--- src/rtl/cmt_pkg.sv ---
package cmt_pkg;
  // Strobes from control to datapath for one cycle.
  typedef struct packed {
    logic sendFire;   // send accepted by the network this cycle
    logic tableWrite; // map-setting write
    logic creditRet;  // credit return arrives
  } cmtStrobe_t;
endpackage

--- src/rtl/cmt_datapath.sv ---
module cmt_datapath
  import cmt_pkg::*;
#(
  parameter int ENTRIES      = 16,
  parameter int CORES        = 8,
  parameter int TILE_W       = 4,
  parameter int COMP_W       = 4,
  parameter int CHAN_W       = 3,
  parameter int CREDIT_DEPTH = 4,
  parameter int LOCAL_TILE   = 5,
  parameter int IDX_W        = $clog2(ENTRIES),
  parameter int FIELD_W      = (CORES > TILE_W + COMP_W) ? CORES : TILE_W + COMP_W,
  parameter int ADDR_W       = 1 + FIELD_W + CHAN_W
) (
  input  logic              clk,
  input  logic              rstN,
  input  cmtStrobe_t        strb,
  input  logic [IDX_W-1:0]  wrIdx,
  input  logic [ADDR_W-1:0] wrAddr,
  input  logic [IDX_W-1:0]  rdIdx,
  input  logic [IDX_W-1:0]  retIdx,
  output logic [ADDR_W-1:0] rdEntry,
  output logic              rdCreditOk,
  output logic              rdNeedsCredit,
  output logic [CORES-1:0]  coreMask
);
  localparam int CNT_W = $clog2(CREDIT_DEPTH + 1);
  localparam logic [CNT_W-1:0] FULL = CNT_W'(CREDIT_DEPTH);
  localparam int MC_BIT   = ADDR_W - 1;
  localparam int COMP_LSB = CHAN_W;
  localparam int TILE_LSB = CHAN_W + COMP_W;

  logic [ADDR_W-1:0] entryQ [ENTRIES];
  logic [CNT_W-1:0]  cntQ   [ENTRIES];

  // Decode of the entry selected by the send.
  logic              rdMcast;
  logic [TILE_W-1:0] rdTile;
  logic [COMP_W-1:0] rdComp;

  always_comb begin
    rdEntry       = entryQ[rdIdx];
    rdMcast       = rdEntry[MC_BIT];
    rdTile        = rdEntry[TILE_LSB +: TILE_W];
    rdComp        = rdEntry[COMP_LSB +: COMP_W];
    rdNeedsCredit = !rdMcast && (rdTile != TILE_W'(LOCAL_TILE));
    rdCreditOk    = (cntQ[rdIdx] != '0);
    coreMask      = '0;
    if (rdMcast) begin
      coreMask = rdEntry[COMP_LSB +: CORES];
    end else if (!rdNeedsCredit && (int'(rdComp) < CORES)) begin
      coreMask[rdComp[$clog2(CORES)-1:0]] = 1'b1;
    end
  end

  for (genvar i = 0; i < ENTRIES; i++) begin : gEntry
    logic             wrHit, decHit, retHit;
    logic [CNT_W:0]   sumCnt;
    logic [CNT_W-1:0] nextCnt;

    always_comb begin
      wrHit   = strb.tableWrite && (wrIdx == IDX_W'(i));
      decHit  = strb.sendFire && rdNeedsCredit && (rdIdx == IDX_W'(i));
      retHit  = strb.creditRet && (retIdx == IDX_W'(i));
      sumCnt  = {1'b0, cntQ[i]} + (CNT_W+1)'(retHit) - (CNT_W+1)'(decHit);
      nextCnt = (sumCnt > {1'b0, FULL}) ? FULL : sumCnt[CNT_W-1:0];
    end

    always_ff @(posedge clk) begin
      if (!rstN) begin
        entryQ[i] <= '0;
        cntQ[i]   <= FULL;
      end else if (wrHit) begin
        entryQ[i] <= wrAddr;
        cntQ[i]   <= FULL;
      end else if (decHit || retHit) begin
        cntQ[i]   <= nextCnt;
      end
    end
  end
endmodule

--- src/rtl/cmt_ctrl.sv ---
module cmt_ctrl
  import cmt_pkg::*;
(
  input  logic       sendReq,
  input  logic       netReady,
  input  logic       tblWrEn,
  input  logic       creditValid,
  input  logic       rdCreditOk,
  input  logic       rdNeedsCredit,
  output logic       netValid,
  output logic       stall,
  output cmtStrobe_t strb
);
  logic mayGo;

  always_comb begin
    mayGo           = !rdNeedsCredit || rdCreditOk;
    netValid        = sendReq && mayGo;
    stall           = sendReq && !(netReady && mayGo);
    strb.sendFire   = netValid && netReady;
    strb.tableWrite = tblWrEn;
    strb.creditRet  = creditValid;
  end
endmodule

--- src/rtl/chan_map_table.sv ---
module chan_map_table
  import cmt_pkg::*;
#(
  parameter int ENTRIES      = 16,
  parameter int CORES        = 8,
  parameter int TILE_W       = 4,
  parameter int COMP_W       = 4,
  parameter int CHAN_W       = 3,
  parameter int DATA_W       = 32,
  parameter int CREDIT_DEPTH = 4,
  parameter int LOCAL_TILE   = 5,
  parameter int IDX_W        = $clog2(ENTRIES),
  parameter int FIELD_W      = (CORES > TILE_W + COMP_W) ? CORES : TILE_W + COMP_W,
  parameter int ADDR_W       = 1 + FIELD_W + CHAN_W
) (
  input  logic              clk,
  input  logic              rstN,
  input  logic              tblWrEn,
  input  logic [IDX_W-1:0]  tblWrIdx,
  input  logic [ADDR_W-1:0] tblWrAddr,
  input  logic              sendReq,
  input  logic [IDX_W-1:0]  sendChan,
  input  logic [DATA_W-1:0] sendData,
  input  logic              netReady,
  output logic              netValid,
  output logic [ADDR_W-1:0] netDest,
  output logic [CORES-1:0]  netCoreMask,
  output logic              netRemote,
  output logic [DATA_W-1:0] netData,
  input  logic              creditValid,
  input  logic [IDX_W-1:0]  creditIdx,
  output logic              stall
);
  cmtStrobe_t strb;
  logic       rdCreditOk, rdNeedsCredit;

  cmt_ctrl uCtrl (
    .sendReq       (sendReq),
    .netReady      (netReady),
    .tblWrEn       (tblWrEn),
    .creditValid   (creditValid),
    .rdCreditOk    (rdCreditOk),
    .rdNeedsCredit (rdNeedsCredit),
    .netValid      (netValid),
    .stall         (stall),
    .strb          (strb)
  );

  cmt_datapath #(
    .ENTRIES      (ENTRIES),
    .CORES        (CORES),
    .TILE_W       (TILE_W),
    .COMP_W       (COMP_W),
    .CHAN_W       (CHAN_W),
    .CREDIT_DEPTH (CREDIT_DEPTH),
    .LOCAL_TILE   (LOCAL_TILE),
    .IDX_W        (IDX_W),
    .FIELD_W      (FIELD_W),
    .ADDR_W       (ADDR_W)
  ) uData (
    .clk           (clk),
    .rstN          (rstN),
    .strb          (strb),
    .wrIdx         (tblWrIdx),
    .wrAddr        (tblWrAddr),
    .rdIdx         (sendChan),
    .retIdx        (creditIdx),
    .rdEntry       (netDest),
    .rdCreditOk    (rdCreditOk),
    .rdNeedsCredit (rdNeedsCredit),
    .coreMask      (netCoreMask)
  );

  assign netRemote = rdNeedsCredit;
  assign netData   = sendData;
endmodule

--- config.mk ---
export PLATFORM = sky130hd
export DESIGN_NAME = chan_map_table
export DESIGN_NICKNAME = d
export VERILOG_FILES = /design/src/rtl/cmt_pkg.sv /design/src/rtl/cmt_datapath.sv /design/src/rtl/cmt_ctrl.sv /design/src/rtl/chan_map_table.sv
export SDC_FILE = /design/constraint.sdc
export NUM_CORES = 1
export LEC_CHECK = 0
export ABC_AREA = 1
export BUFFER_PORTS_ARGS = -buffer_cell sky130_fd_sc_hd__clkbuf_2
export CORE_ASPECT_RATIO = 0.75
export CORE_MARGIN = 2
export CORE_UTILIZATION = 39
export CTS_CLUSTER_DIAMETER = 60
export CTS_CLUSTER_SIZE = 10
export DETAILED_ROUTE_END_ITERATION = 7
export GPL_TIMING_DRIVEN = 0
export SYNTH_ARGS = -nofsm -noshare
export SYNTH_HDL_FRONTEND = slang
export SYNTH_HIERARCHICAL = 1
export SYNTH_SLANG_ARGS = --single-unit
export TNS_END_PERCENT = 20
--- constraint.sdc ---
create_clock -name clk -period 5.6 [get_ports clk]
set_input_delay 1.12 -clock clk [delete_from_list [all_inputs] [get_ports clk]]
set_output_delay 1.12 -clock clk [all_outputs]
set_load 0.02 [all_outputs]
Word-level counts from Yosys, hierarchy flattened:

Memory sizes are Yosys's and may differ from the RTL's.
Index checks and enable logic that the tools add are counted.

* register bits after elaboration: 0
* memory bits (writable): 240
* input bits: 62
* output and inout port bits: 55
* memories: 2

Memories
* uData.entryQ: depth 16, bits a word 12, read ports 1, clocked after Yosys merged registers in 0, write ports 16, line cmt_datapath.sv:33 `logic [ADDR_W-1:0] entryQ [ENTRIES];`
* uData.cntQ: depth 16, bits a word 3, read ports 17, clocked after Yosys merged registers in 0, write ports 16, line cmt_datapath.sv:34 `logic [CNT_W-1:0] cntQ [ENTRIES];`

* add/subtract/negate cells: 32
* order comparisons: 19
* equality and inequality tests: 46
* mux-type cells: 181
* bitwise operators: 48
* reductions and logical operators: 80

Operator list (count)
* two-way mux 12 bit: 16
* two-way mux 3 bit: 48
* two-way mux 1 bit: 114
* == test 4 bit, second input constant: 24
* adder 3 x 1 -> 4 bit: 16
* greater-than comparator 4 x 3 -> 1 bit, second input constant: 16
* subtractor 4 x 1 -> 4 bit: 16
* logical AND 1 bit: 56
* == test 4 x 3 -> 1 bit, second input constant: 12
* bitwise OR 1 bit: 48
* == test 4 x 2 -> 1 bit, second input constant: 6
* logical OR 1 bit: 17
* two-way mux 8 bit: 2
* == test 4 x 1 -> 1 bit, second input constant: 3
* zero test 4 bit: 3
* < comparator 3 x 4 -> 1 bit, second input constant: 1
* < comparator 4 bit, second input constant: 1
* inequality test 4 x 3 -> 1 bit, second input constant: 1
* demux 1 bit (select 3 bit): 1
* greater-or-equal comparator 3 x 1 -> 1 bit, second input constant: 1
* zero test 1 bit: 3
* nonzero test 3 bit: 1

Longest topological paths before layout:

An unclocked memory read counts as a cell.

* word-level depth: 15
* mapped depth: 34

Hierarchy:

The synthesis kept the hierarchy.

Modules (own cells, without submodules)
* cmt_datapath: times used 1, cells each 1489, area each 13611.8 sq um, sequential area each 7206.9 sq um
* chan_map_table: times used 1, cells each 32, area each 240.2 sq um, sequential area each 0.0 sq um
* cmt_ctrl: times used 1, cells each 9, area each 55.1 sq um, sequential area each 0.0 sq um

Worst setup path after synthesis:

No wires, ideal clock.

* path type: input port to flip-flop
* start point: input port sendChan[0]
* end point: memory uData/cntQ[13][2] in the netlist's numbering, data pin
* library setup time: 268 ps
* arrival: 4757 ps
* setup slack: 575 ps
* stages: 31
* path buffers: 4
* path through: buf_6 inv_4 buf_6 nand2_1 nand2_1 nand2_1 nand2_1 nand2_1 nand2_1 inv_1 nand2_1 nor2_1 nand2_4 nand2_1 inv_1 nand2_2 nand2_2 nor2_2 clkbuf_1 buf_2 nand4_2 inv_1 ha_1 inv_1 ha_1 inv_1 fa_1 xor2_1 a21oi_1 nor4_1 nand3_1

RTL lines
* start: declaration: line chan_map_table.sv:22 `input logic [IDX_W-1:0] sendChan,`
* end: declaration: line cmt_datapath.sv:34

==> flow_summary_export.csv <==
group,metric,value,unit
timing,setup_violations,0,
clock_tree,cts_made_buffers,28,
floorplanning,rows,59,
synth,synth_top_area_cell,"edfxtp_1",
worst_setup_path,critical_path.max_fanout,10,
clock_tree,numClockSinks,240,
worst_setup_path,cp-end-kind,"flip-flop",
global_routing,grtUsageTotal,20.2,%
timing,finalHoldWorstSlack,678,ps
cells_and_area,fin_nets,1781,
min_path,min_from,"uData/cntQ[0][2]$_SDFFCE_PN1P_",
clock_tree,tritoncts,"built",
cells_and_area,drive_gt1_share,12.4,%
global_routing,grt_pass1_wl,57.3,mm
routing,ant_nets,0,
timing,tns,0,ps
routing,post_drt_wl_per_cell,18.2,um
routing,drc,0,
floorplanning,die_y,168,um
routing,firstDrtPassIters,5,
floorplanning,fp.coreArea,34900,sq um
floorplanning,dieArea,37200,sq um
timing,fmax,189,MHz
routing,avgViaCountPerCell,5.18,
worst_setup_path,crit_type,"in2reg",
clock_tree,cts_resized,1,
cells_and_area,area_growth,12.5,%
global_routing,grt_max_degree,16,
worst_setup_path,worstRegToRegCells,27,
min_path,hold_class,"reg2reg",
min_path,worstHoldPathCells,2,
cells_and_area,final_cell_mix,"312 x nor2_1, 300 x nand2_1, 240 x edfxtp_1",
placed_design,placed_area,14900,sq um
clock_tree,cts-root-buf,"clkbuf_16",
global_routing,grt_pass1_vias,9893,
clock_tree,clk_pin_slew,60,ps
timing,finalHoldViolations,0,
worst_setup_path,reg2reg_slack,1170,ps
floorplanning,die_w,222,um
cells_and_area,diodes,0,
worst_setup_path,rr_endpoint,"uData/cntQ[5][2]$_SDFFCE_PN1P_",
synth,yosys-top-cells-area,"edfxtp_1 52%, nor2_1 8.4%, nand2_1 8.1%",
worst_setup_path,start_kind,"input pin",
synth,netlist_area,13900,sq um
timing,post-route-period-util,94.4,%
timing,maxSlewViolCount,0,
flow_run,drv_cap,0,
outcome,status,"complete, no violations",
global_routing,gr-total-overflow,0,
synth,syn-num-nets,1672,
synth,synth.avg_cell_area,9.09,sq um
synth,synth_top_area_share,51.8,%
clock_tree,clock_latency,560,ps
routing,finalWirelength,38.1,mm
worst_setup_path,arrival,5580,ps
global_routing,antenna_found_initial,0,
clock_tree,holdBufCountCts,0,
cells_and_area,final_area,15700,sq um
synth,ys_ff_latch,240,
placed_design,portBuffers,81,
timing,rsz0062_at_grt,"false",
min_path,hold_end,"uData/cntQ[0][2]$_SDFFCE_PN1P_",
floorplanning,start_util,39.8,%
placed_design,dp_hpwl,28.6,mm
timing,fin_crit,5290,ps
synth,synth_cell_types,41,
timing,fin_skew,24.6,ps
power,power_density,272,nW/um^2
power,ir_worst_vdd,0.227,mV
placed_design,place_congestion,0.901,
synth,synth_edf_count,240,
timing,worst_pin_slew,888,ps
routing,drtIter0Drc,1169,
worst_setup_path,crit_required,5890,ps
routing,vias,10900,
timing,max_slew_margin,40.8,%
power,leakage,7.10,nW
synth,synth_ff_type,"edfxtp_1",
synth,ys_warn_count,6,
clock_tree,h-tree-depth,1,
power,p_total,4.26,mW
synth,seq_area_frac_synth,51.8,%
clock_tree,postCtsSetupRepairBufs,0,
floorplanning,ios,117,
synth,ys_async_sr_fraction,0,%
worst_setup_path,reg2reg_from,"uData/entryQ[15][8]$_SDFFCE_PN0P_",
synth,netlist_instances,1530,
cells_and_area,final_common_cell,"nor2_1",
clock_tree,clockBufferDepth,3,
[report_power, final]
group / internal [mW] / leakage, nW / switching (mW)
combinational: 0.174 / 4.45 / 0.412
sequential: 2.08 / 2.28 / 0.0332
clock: 0.888 / 0.365 / 0.675
total: 3.14 / 7.10 / 1.12
[per-stage QoR]
| step | worst slack (ps) | std cells | utilization [%] |
|---|---|---|---|
| after floorplan | 575 | 1530 | - |
| after global placement | -636 | 2068 | 42.6 |
| after detailed placement | -668 | 2068 | 42.6 |
| after CTS | 2.05 | 2101 | 44.8 |
| after global routing | 28.4 | 2099 | 44.8 |
| final | 312 | 2099 | 44.8 |
[cell families after synthesis]
logic type	synth area share (%)
adder cells (fa/ha/maj)	8.06
flip-flops	51.8
buffers and inverters	10.2
AND/OR/NAND/NOR	21.6
AO/OA/AOI/OAI	6.86
XOR/XNOR	1.51
[final cells by class]
type / count / area (sq um)
Clock inverter: 3 / 42.5
Buffer: 91 / 569
Multi-Input combinational cell: 973 / 5300
Clock buffer: 30 / 708
Inverter: 224 / 843
Timing Repair Buffer: 81 / 405
Tap cell: 457 / 572
Fill cell: 3288 / 19300
Sequential cell: 240 / 7210
[registers in the layout, indices dropped and copies added, names as in the netlist]
name,cells
uData/entryQ,192
uData/cntQ,48
[synth_stat cells, drive strengths merged, types with 2 or more instances]
cell type / n
o21ai: 5
xnor2: 9
clkbuf: 33
ha: 64
buf: 60
or4: 3
nor4: 5
o211ai: 4
o22ai: 6
o31ai: 8
xor2: 15
a22oi: 64
fa: 16
nand3: 53
or2: 2
a21oi: 52
nand4: 19
edfxtp: 240
nor2: 321
o221ai: 2
nor3: 13
inv: 223
nand2: 306
[layer usage]
layer  routed length (um)  vias up  GRT usage [%]
met4                  594        0           4.17
li1                     -     5199              -
met3                 3450       44           3.37
met5                    0        -              0
met1                17900     5188           30.7
met2                16200      451           30.2
[worst max path at each step]
| stage | slack [ps] | cells after the start | end | from |
|---|---|---|---|---|
| 2_1_floorplan | 580 | 31 | uData/cntQ[13][2]$_SDFFCE_PN1P_ | sendChan[0] |
| 3_3_place_gp | -640 | 25 | uData/cntQ[2][2]$_SDFFCE_PN1P_ | sendChan[1] |
| 3_5_place_dp | -670 | 26 | uData/cntQ[9][2]$_SDFFCE_PN1P_ | sendChan[1] |
| 4_1_cts | 2 | 26 | uData/cntQ[5][2]$_SDFFCE_PN1P_ | sendChan[1] |
| 5_1_grt | 30 | 26 | uData/cntQ[13][1]$_SDFFCE_PN0P_ | sendChan[1] |
| 6_report | 310 | 25 | uData/cntQ[5][2]$_SDFFCE_PN1P_ | sendChan[1] |
[critical path: stages]
cell and delay (ps):
clkbuf_2 90, buf_4 190, nor2_4 210, buf_4 250, buf_2 310, inv_1 230
o2111ai_1 350, nand2_1 130, nand4_1 160, inv_2 50, nand2_2 70, nand2_2 60
nor2_4 180, clkbuf_4 290, nand4_2 180, inv_1 90, ha_1 220, inv_1 60
ha_1 160, inv_1 60, fa_1 380, xor2_1 200, a21oi_1 70, a211oi_1 290
nand3_1 140
Note: power is estimated with default switching activity, not from simulation.
